## src/rtl/fracn_pkg.sv

```systemverilog
package fracn_pkg;

    localparam int FRAC_W_DEF = 7;
    localparam int INT_W_DEF  = 8;

    typedef enum logic {
        MODE_FRAC = 1'b0,
        MODE_INT  = 1'b1
    } fracn_mode_t;

    function automatic fracn_mode_t mode_of(input logic int_only);
        return int_only ? MODE_INT : MODE_FRAC;
    endfunction

endpackage

```

## src/rtl/fracn_accum.sv

```systemverilog
module fracn_accum #(
    parameter int FRAC_W = fracn_pkg::FRAC_W_DEF
) (
    input  logic              clk,
    input  logic              rst,
    input  logic              clear,
    input  logic [FRAC_W-1:0] step,
    output logic              carry,
    output logic [FRAC_W-1:0] residue
);
    localparam int SUM_W = FRAC_W + 1;

    logic [FRAC_W-1:0] acc_q;
    logic [SUM_W-1:0]  sum;

    always_comb begin
        if (clear) begin
            sum = '0;
        end else begin
            sum = {1'b0, acc_q} + {1'b0, step};
        end
    end

    assign carry   = sum[FRAC_W];
    assign residue = sum[FRAC_W-1:0];

    always_ff @(posedge clk) begin
        if (rst) begin
            acc_q <= '0;
        end else begin
            acc_q <= residue;
        end
    end
endmodule

```

## src/rtl/fracn_weight.sv

```systemverilog
module fracn_weight #(
    parameter int FRAC_W = fracn_pkg::FRAC_W_DEF
) (
    input  logic [FRAC_W-1:0] residue,
    output logic [FRAC_W:0]   late_code,
    output logic [FRAC_W:0]   early_code
);
    localparam logic [FRAC_W:0] FULL = {1'b1, {FRAC_W{1'b0}}};

    always_comb begin
        late_code  = {1'b0, residue};
        early_code = FULL - late_code;
    end
endmodule

```

## src/rtl/fracn_divctl.sv

```systemverilog
module fracn_divctl #(
    parameter int FRAC_W = fracn_pkg::FRAC_W_DEF,
    parameter int INT_W  = fracn_pkg::INT_W_DEF
) (
    input  logic              clk,
    input  logic              rst,
    input  logic              int_only,
    input  logic [INT_W-1:0]  n_int,
    input  logic [FRAC_W-1:0] frac_word,
    output logic [INT_W:0]    div_val,
    output logic [FRAC_W:0]   wt_late,
    output logic [FRAC_W:0]   wt_early
);
    import fracn_pkg::*;

    localparam int DIV_W = INT_W + 1;
    localparam int WT_W  = FRAC_W + 1;
    localparam logic [WT_W-1:0] FULL = {1'b1, {FRAC_W{1'b0}}};

    typedef struct packed {
        logic [DIV_W-1:0] div;
        logic [WT_W-1:0]  late;
        logic [WT_W-1:0]  early;
    } ctrl_word_t;

    fracn_mode_t       mode;
    logic              ovf;
    logic [FRAC_W-1:0] res;
    ctrl_word_t        nxt;
    ctrl_word_t        cur_q;
    logic [WT_W-1:0]   late_c;
    logic [WT_W-1:0]   early_c;

    assign mode = mode_of(int_only);

    fracn_accum #(.FRAC_W(FRAC_W)) u_acc (
        .clk     (clk),
        .rst     (rst),
        .clear   (mode == MODE_INT),
        .step    (frac_word),
        .carry   (ovf),
        .residue (res)
    );

    fracn_weight #(.FRAC_W(FRAC_W)) u_wt (
        .residue    (res),
        .late_code  (late_c),
        .early_code (early_c)
    );

    always_comb begin
        nxt.div   = {1'b0, n_int} + DIV_W'(ovf);
        nxt.late  = late_c;
        nxt.early = early_c;
    end

    always_ff @(posedge clk) begin
        if (rst) begin
            cur_q.div   <= {1'b0, n_int};
            cur_q.late  <= '0;
            cur_q.early <= FULL;
        end else begin
            cur_q <= nxt;
        end
    end

    assign div_val  = cur_q.div;
    assign wt_late  = cur_q.late;
    assign wt_early = cur_q.early;
endmodule

```

## config.mk

```make
export PLATFORM = sky130hd
export DESIGN_NAME = fracn_divctl
export DESIGN_NICKNAME = d
export VERILOG_FILES = /design/src/rtl/fracn_pkg.sv /design/src/rtl/fracn_accum.sv /design/src/rtl/fracn_weight.sv /design/src/rtl/fracn_divctl.sv
export SDC_FILE = /design/constraint.sdc
export NUM_CORES = 1
export LEC_CHECK = 0
export BUFFER_PORTS_ARGS = -buffer_cell sky130_fd_sc_hd__buf_2
export CAP_MARGIN = 5
export CORE_AREA = 2 2 60 62
export CTS_BUF_LIST = sky130_fd_sc_hd__clkbuf_16
export DETAILED_ROUTE_END_ITERATION = 10
export DIE_AREA = 0 0 62 64
export PLACE_DENSITY = 0.62
export SETUP_SLACK_MARGIN = 0.15
export SLEW_MARGIN = 0
export SYNTH_ARGS = -nofsm -noshare
export SYNTH_HDL_FRONTEND = slang
export SYNTH_SLANG_ARGS = --single-unit
```

## constraint.sdc

```tcl
create_clock -name clk -period 3 [get_ports clk]
set_input_delay 0.6 -clock clk [delete_from_list [all_inputs] [get_ports clk]]
set_output_delay 0.6 -clock clk [all_outputs]
set_load 0.03 [all_outputs]
```

Word level (Yosys, flattened, before mapping)
Index checks and enable logic that the tools add are counted.

Bits in registers: 25. Output and inout port bits: 25. Word-level logic and storage cells: 11. Bits of input ports: 18.

Mux-type cells: 3. $add $sub $neg: 3.

Operators with widths (count): $mux 24 (1); $add 8x1->9 (1); $add 7x7->8 (1); $mux 8 (1); $sub 8x7->8 const A (1); $mux 1 (1).

Logic depth before layout (Yosys ltp)
Gate-level depths: netlist (run 1).

Depth in word-level cells: 4. Mapped depth: 11. Mapped depth without buffers: 11.

By module
A second synthesis (run 1) with hierarchy kept.

Cell total of the unflattened synthesis: 156. Area, all modules: 1541.5 sq um.

Modules (own cells, without submodules): fracn_divctl (cells each 64, seq. area each 500.5 sq um, area an instance 794.5 sq um, times used 1); fracn_accum (cells each 67, seq. area each 140.1 sq um, area an instance 561.8 sq um, times used 1); fracn_weight (cells each 25, seq. area each 0.0 sq um, area an instance 185.2 sq um, times used 1).

Worst setup path before layout (run 1)
OpenSTA, ideal clock, no wires.

Path kind: input-to-reg. Start: in frac_word[0]. End: reg cur_q, in the netlist wt_early[6]. Stages on the path: 9. Buffers on the path: 0. Setup time: 0.121 ns. Data arrival time: 2.630 ns. Data required time: 2.879 ns. Path slack: 0.249 ns. Cell sequence: ha_1 inv_1 fa_1 or2_2 ha_1 nor3b_1 a221oi_2 a211oi_2 mux2_4.

Longest elaborated chain between the ends: 3.

RTL lines: start, declared (line fracn_divctl.sv:9) `input logic [FRAC_W-1:0] frac_word,`; $add 7x7->8 (line fracn_accum.sv:20) `sum = {1'b0, acc_q} + {1'b0, step};`; $mux 8 (line fracn_accum.sv:17) `if (clear) begin`; $sub 8x7->8 (line fracn_weight.sv:12) `early_code = FULL - late_code;`; end signal, assigned (line fracn_divctl.sv:63) `cur_q <= nxt;`; end, declared (line fracn_divctl.sv:30) `ctrl_word_t cur_q;`.

Every way passes these cells. A chain may end at the register's enable or synchronous reset.

Worst setup path after layout (run 1)
Same ends and word-level chain as after synthesis.

==> impl_metrics.ini, run 1 <==
[finish]
fin_nets = 204
fillCellCount = 334
diodes = 0
drive_above_1_share_pct = 34.5
design_area_um2 = 1590
syn2layout_area_growth_pct = 24.2

[sta]
period_share_pct = 90.6
setup_viol = 0
hold_viol_final = 0
max_freq_ghz = 0.368
rsz0062_at_grt = no
finClkSkew_ps = 4.36
finalMaxSlewViolations = 0
period_needed_ps = 2720
timing.final.ws_setup_ps = 283
tns_ps = 0

[clock_tree]
htree_levels = 1
numCtsBuffers = 3
cts_root_buffer = clkbuf_16
cts_tree = yes
clk_pin_slew_ps = 60
clk_latency_ps = 250
cts.sinks = 23
cts_resized = 0
clockBufferDepth = 2

[worst_setup_path]
crit_path_max_fanout = 4
cp-end-kind = flip-flop
critPathLaunchType = primary input
r2r-start = wt_early[0]$_SDFF_PP0_
reg2reg_to = wt_early[6]$_SDFF_PP0_
rrSetupSlack_ps = 390
critPathRequiredTime_ps = 3140
path_class = primary input to flip-flop
arrival_ps = 2860
crit_start = frac_word[0]
rr_worst_depth = 9

[yosys]
synthesis.nets = 161
yosys.area.top_type = dfxtp_1
synthMostInstantiatedCell = dfxtp_1
synth_cells = 132
synth.area.top_cells = dfxtp_1 36%, ha_1 9.8%, xnor2_1 6.2%
synthFlopType = dfxtp_1
ys_top_cells_by_count = 23 x dfxtp_1, 14 x nor2_1, 10 x ha_1, 9 x xnor2_1
yosysWarnings = 0
synth_cell_types = 41
synth_area_per_cell_um2 = 9.67
ys_async_sr_fraction_pct = 0
syn-cell-area_um2 = 1280
yosys_register_bits = 23
synth_top_area_share_pct = 36.1
synth_edf_count = 0
yosysSeqAreaShare_pct = 36.1

[floorplan]
fp.dieW_um = 62
start_util_pct = 38.9
fp-row-count = 21
pin_count = 43
die_area_um2 = 3970
die_height_um = 64
core_um2 = 3280

[worst_hold_path]
hold_depth = 2
min_path_type = primary input to flip-flop
min_from = n_int[2]
min_to = div_val[2]$_DFF_P_

[global_routing]
grt_max_degree = 16
grt_pass1_wl_mm = 4.42
grt_overflow = 0
grt_pass1_vias = 941
antenna_found_initial = 0
grt_use_total_pct = 14.7

[route]
vias = 1057
drc = 0
viasPerCell = 4.80
drt_iter0_markers = 30
wl_mm = 2.67
avgRoutedWirePerCell_um = 12.1
dr.pass1.iters = 4
ant_nets = 0

[placed_design]
dpl.hpwl_mm = 2.05
routabilityCongestion = 0.848
portBuffers = 41
place_area_um2 = 1500
pre_cts_ws_ps = 33.5

[pwr]
ir_drop_mv = 0.200
leakagePower_nw = 0.748
power.total_mw = 0.903
power.density_nw_per_um2 = 570

[run_status]
status = completed

[run]
drv_cap = 0
-- layout make-up --
class / instances / area [µm²] / area share, %
Inverter: 6 / 22.5 / 1.42
Clock buffer: 3 / 75.1 / 4.74
Tap cell: 46 / 57.6 / 3.63
Multi-Input combinational cell: 98 / 744 / 47.0
Clock inverter: 1 / 5.00 / 0.316
Timing Repair Buffer: 43 / 220 / 13.9
Sequential cell: 23 / 460 / 29.0
-- power breakdown --
group          total (mW)  internal, mW  switching, mW
sequential          0.345         0.335        0.00985
clock               0.284         0.179          0.106
combinational       0.274         0.105          0.169
-- logic make-up after synthesis --
| kind of cell | count (synthesis) | synth area share, % |
|---|---|---|
| compound gates | 19 | 12.0 |
| other cells | 1 | 0.294 |
| flops | 23 | 36.1 |
| buf+inv | 11 | 5.59 |
| mux | 4 | 4.12 |
| xor+xnor | 12 | 8.24 |
| simple gates | 51 | 22.4 |
| fa+ha+maj | 11 | 11.4 |
-- repair_timing --
item                       in CTS  in global routing
setup endpoints to repair       0                  1
hold buffers                    0                  0
hold endpoints to repair        0                  0
setup buffers                   0                  1
-- flip-flops by register name, indices dropped and copies added, names as in the netlist --
signal	cells
u_acc.acc_q	6
div_val	9
wt_early	8
-- worst max-delay path by stage --
stage	endpoint	slack [ps]
detailed placement	wt_early[6]$_SDFF_PP0_	30
CTS	wt_early[6]$_SDFF_PP0_	250
floorplan	wt_early[6]$_SDFF_PP0_	250
global placement	wt_early[6]$_SDFF_PP0_	80
global route	wt_early[6]$_SDFF_PP0_	170
finish	wt_early[6]$_SDFF_PP0_	280
-- per-layer routing --
metal	track usage (%)	share of wire, %	vias to the layer above
met4	3.99	0.79	0
met1	19.0	46	479
met2	24.2	48	31
li1	-	-	545
met5	0	0	-
met3	2.83	5.2	2
-- critical path, stage by stage --
cell	delay (ps)
buf_2	100
ha_1	200
inv_1	70
fa_1	430
or2_2	310
ha_1	260
nor3b_1	170
a221oi_2	320
a211oi_2	100
mux2_4	310
-- per-stage QoR --
stage	hold WS, ps	instances	utilization, %
floorplan	697	132	-
global placement	663	215	45.6
detailed placement	675	215	45.6
CTS	548	219	48.0
global route	563	220	48.3
finish	550	220	48.3
-- placed cells by master (no fill, tap or decap), types with 3 or more instances in the layout --
cell and count:
buf_2 41, dfxtp_1 23, nor2_1 14, ha_1 10
xnor2_1 9, nand3_1 7, nand2_1 7, inv_1 6
nor3b_1 5, xor2_1 3, a21oi_1 3, and3_1 3
clkbuf_16 3
Power figures use the tool's default switching activity.
==> run 2: changes to the inputs <==
Settings changed: CORE_AREA 2 2 60 62 to 8 8 61 63, DIE_AREA 0 0 62 64 to 0 0 69 71, PLACE_DENSITY 0.62 to 0.72.
==> impl_metrics.ini, run 2 (synthesized netlist as in run 1, its figures left out) <==
[placed_design]
portBuffers = 41
routabilityCongestion = 0.828
pre_cts_ws_ps = 5.69
dpl.hpwl_mm = 2.26
place_inst = 202

[worst_setup_path]
critPathLaunchType = primary input
r2r-start = wt_early[0]$_SDFF_PP0_
crit_start = frac_word[0]
reg2reg_to = wt_early[6]$_SDFF_PP0_
path_class = primary input to flip-flop
cp-end-kind = flip-flop
cp-endpoint = wt_early[6]$_SDFF_PP0_
arrival_ps = 2870
crit_path_max_fanout = 4
rrSetupSlack_ps = 390
rr_worst_depth = 9
critPathRequiredTime_ps = 3140

[pwr]
leakagePower_nw = 0.745
switching_power_mw = 0.277
power_frac_seq_pct = 38.6
power.total_mw = 0.891
power.share.combinational_pct = 29.9
internal_power_mw = 0.615
switching_share_pct = 31.1
ir_drop_mv = 0.367
power.density_nw_per_um2 = 571
pwr-share-clk_pct = 31.4

[global_routing]
grt_max_degree = 16
grt_pass1_vias = 1062
grt_pass1_wl_mm = 4.59
grt_use_total_pct = 10.7
grt_overflow = 0
antenna_found_initial = 0

[floorplan]
core_um2 = 2850
pin_count = 43
die_height_um = 71
die_area_um2 = 4900
fp.dieW_um = 69
start_util_pct = 44.7
fp-row-count = 20

[clock_tree]
cts.sinks = 23
clk_latency_ps = 250
clockBufferDepth = 2
cts_root_buffer = clkbuf_16
cts_hold_buf = 0
cts_resized = 0
htree_levels = 1
numCtsBuffers = 3
clk_pin_slew_ps = 60
post_cts_buffers = 0
cts_tree = yes

[worst_hold_path]
min_path_type = primary input to flip-flop

[run_status]
status = completed

[run]
drv_cap = 0

[sta]
max_freq_ghz = 0.367
finClkSkew_ps = 2.78
hold_viol_final = 0
period_needed_ps = 2730
timing.final.ws_setup_ps = 273
finalMaxSlewViolations = 0
period_share_pct = 90.9
rsz0062_at_grt = no
tns_ps = 0
setup_viol = 0

[finish]
largest_reg_flops = 9
diodes = 0
fillCellCount = 265
final_cell_mix = 41 x buf_2, 23 x dfxtp_1, 14 x nor2_1, 10 x ha_1, 9 x xnor2_1
syn2layout_area_growth_pct = 22.3
fin_cells = 206
drive_above_1_share_pct = 33.5
final_common_cell = buf_2
fin_nets = 203

[route]
wl_met3_um = 145
viasPerCell = 5.05
ant_nets = 0
wl_met1_mm = 1.30
dr.pass1.iters = 4
dr_wl_met2_mm = 1.30
drc = 0
vias = 1041
drt_iter0_markers = 22
wl_mm = 2.76
avgRoutedWirePerCell_um = 13.4
top_layer = met4
==> run 2: worst min path at each step <==
stage	from	endpoint	slack [ps]	cells past startpoint
final	n_int[2]	div_val[2]$_DFF_P_	550	2
after global routing	n_int[7]	div_val[7]$_DFF_P_	560	2
after CTS	n_int[2]	div_val[2]$_DFF_P_	550	2
after detailed placement	wt_early[0]$_SDFF_PP0_	wt_early[0]$_SDFF_PP0_	670	2
after global placement	wt_early[0]$_SDFF_PP0_	wt_early[0]$_SDFF_PP0_	660	2
after floorplan	n_int[5]	div_val[5]$_DFF_P_	700	1
==> run 2: stage by stage <==
stage	util (%)	hold slack (ps)	area (µm²)
2_1_floorplan	-	697	1280
5_1_grt	54.7	557	1560
4_1_cts	54.7	546	1560
3_5_place_dp	51.9	674	1480
3_3_place_gp	51.9	662	1480
6_report	54.7	549	1560
==> run 2: routing by layer <==
metal  vias to the layer above  track usage, %
met5                         -               0
met4                         0            2.73
met3                         2            2.94
met2                        27            18.3
met1                       469            12.9
li1                        543               -
==> run 2: critical path, stage by stage <==
cell and delay, ps:
buf_2 100, ha_1 210, inv_1 70, fa_1 430, or2_2 310, ha_1 260
nor3b_1 170, a221oi_2 320, a211oi_2 90, mux2_4 300
==> run 2: power by group through the flow <==
stage                     Sequential (mW)  Clock [mW]  Combinational (mW)
final                               0.344       0.280               0.267
after global routing                0.347       0.297               0.290
after CTS                           0.345       0.289               0.269
after detailed placement            0.351           0               0.268
after global placement              0.350           0               0.265
after floorplan                     0.411           0               0.145
==> run 2: area by class of cell <==
| class | instances | area [µm²] | share of cell area (%) |
|---|---|---|---|
| clock buffers | 3 | 75.1 | 4.81 |
| clock inverters | 1 | 3.75 | 0.241 |
| inverters | 6 | 22.5 | 1.44 |
| multi-input cells | 98 | 744 | 47.7 |
| flip-flops and latches | 23 | 460 | 29.5 |
| well taps | 33 | 41.3 | 2.65 |
| repair buffers | 42 | 213 | 13.6 |
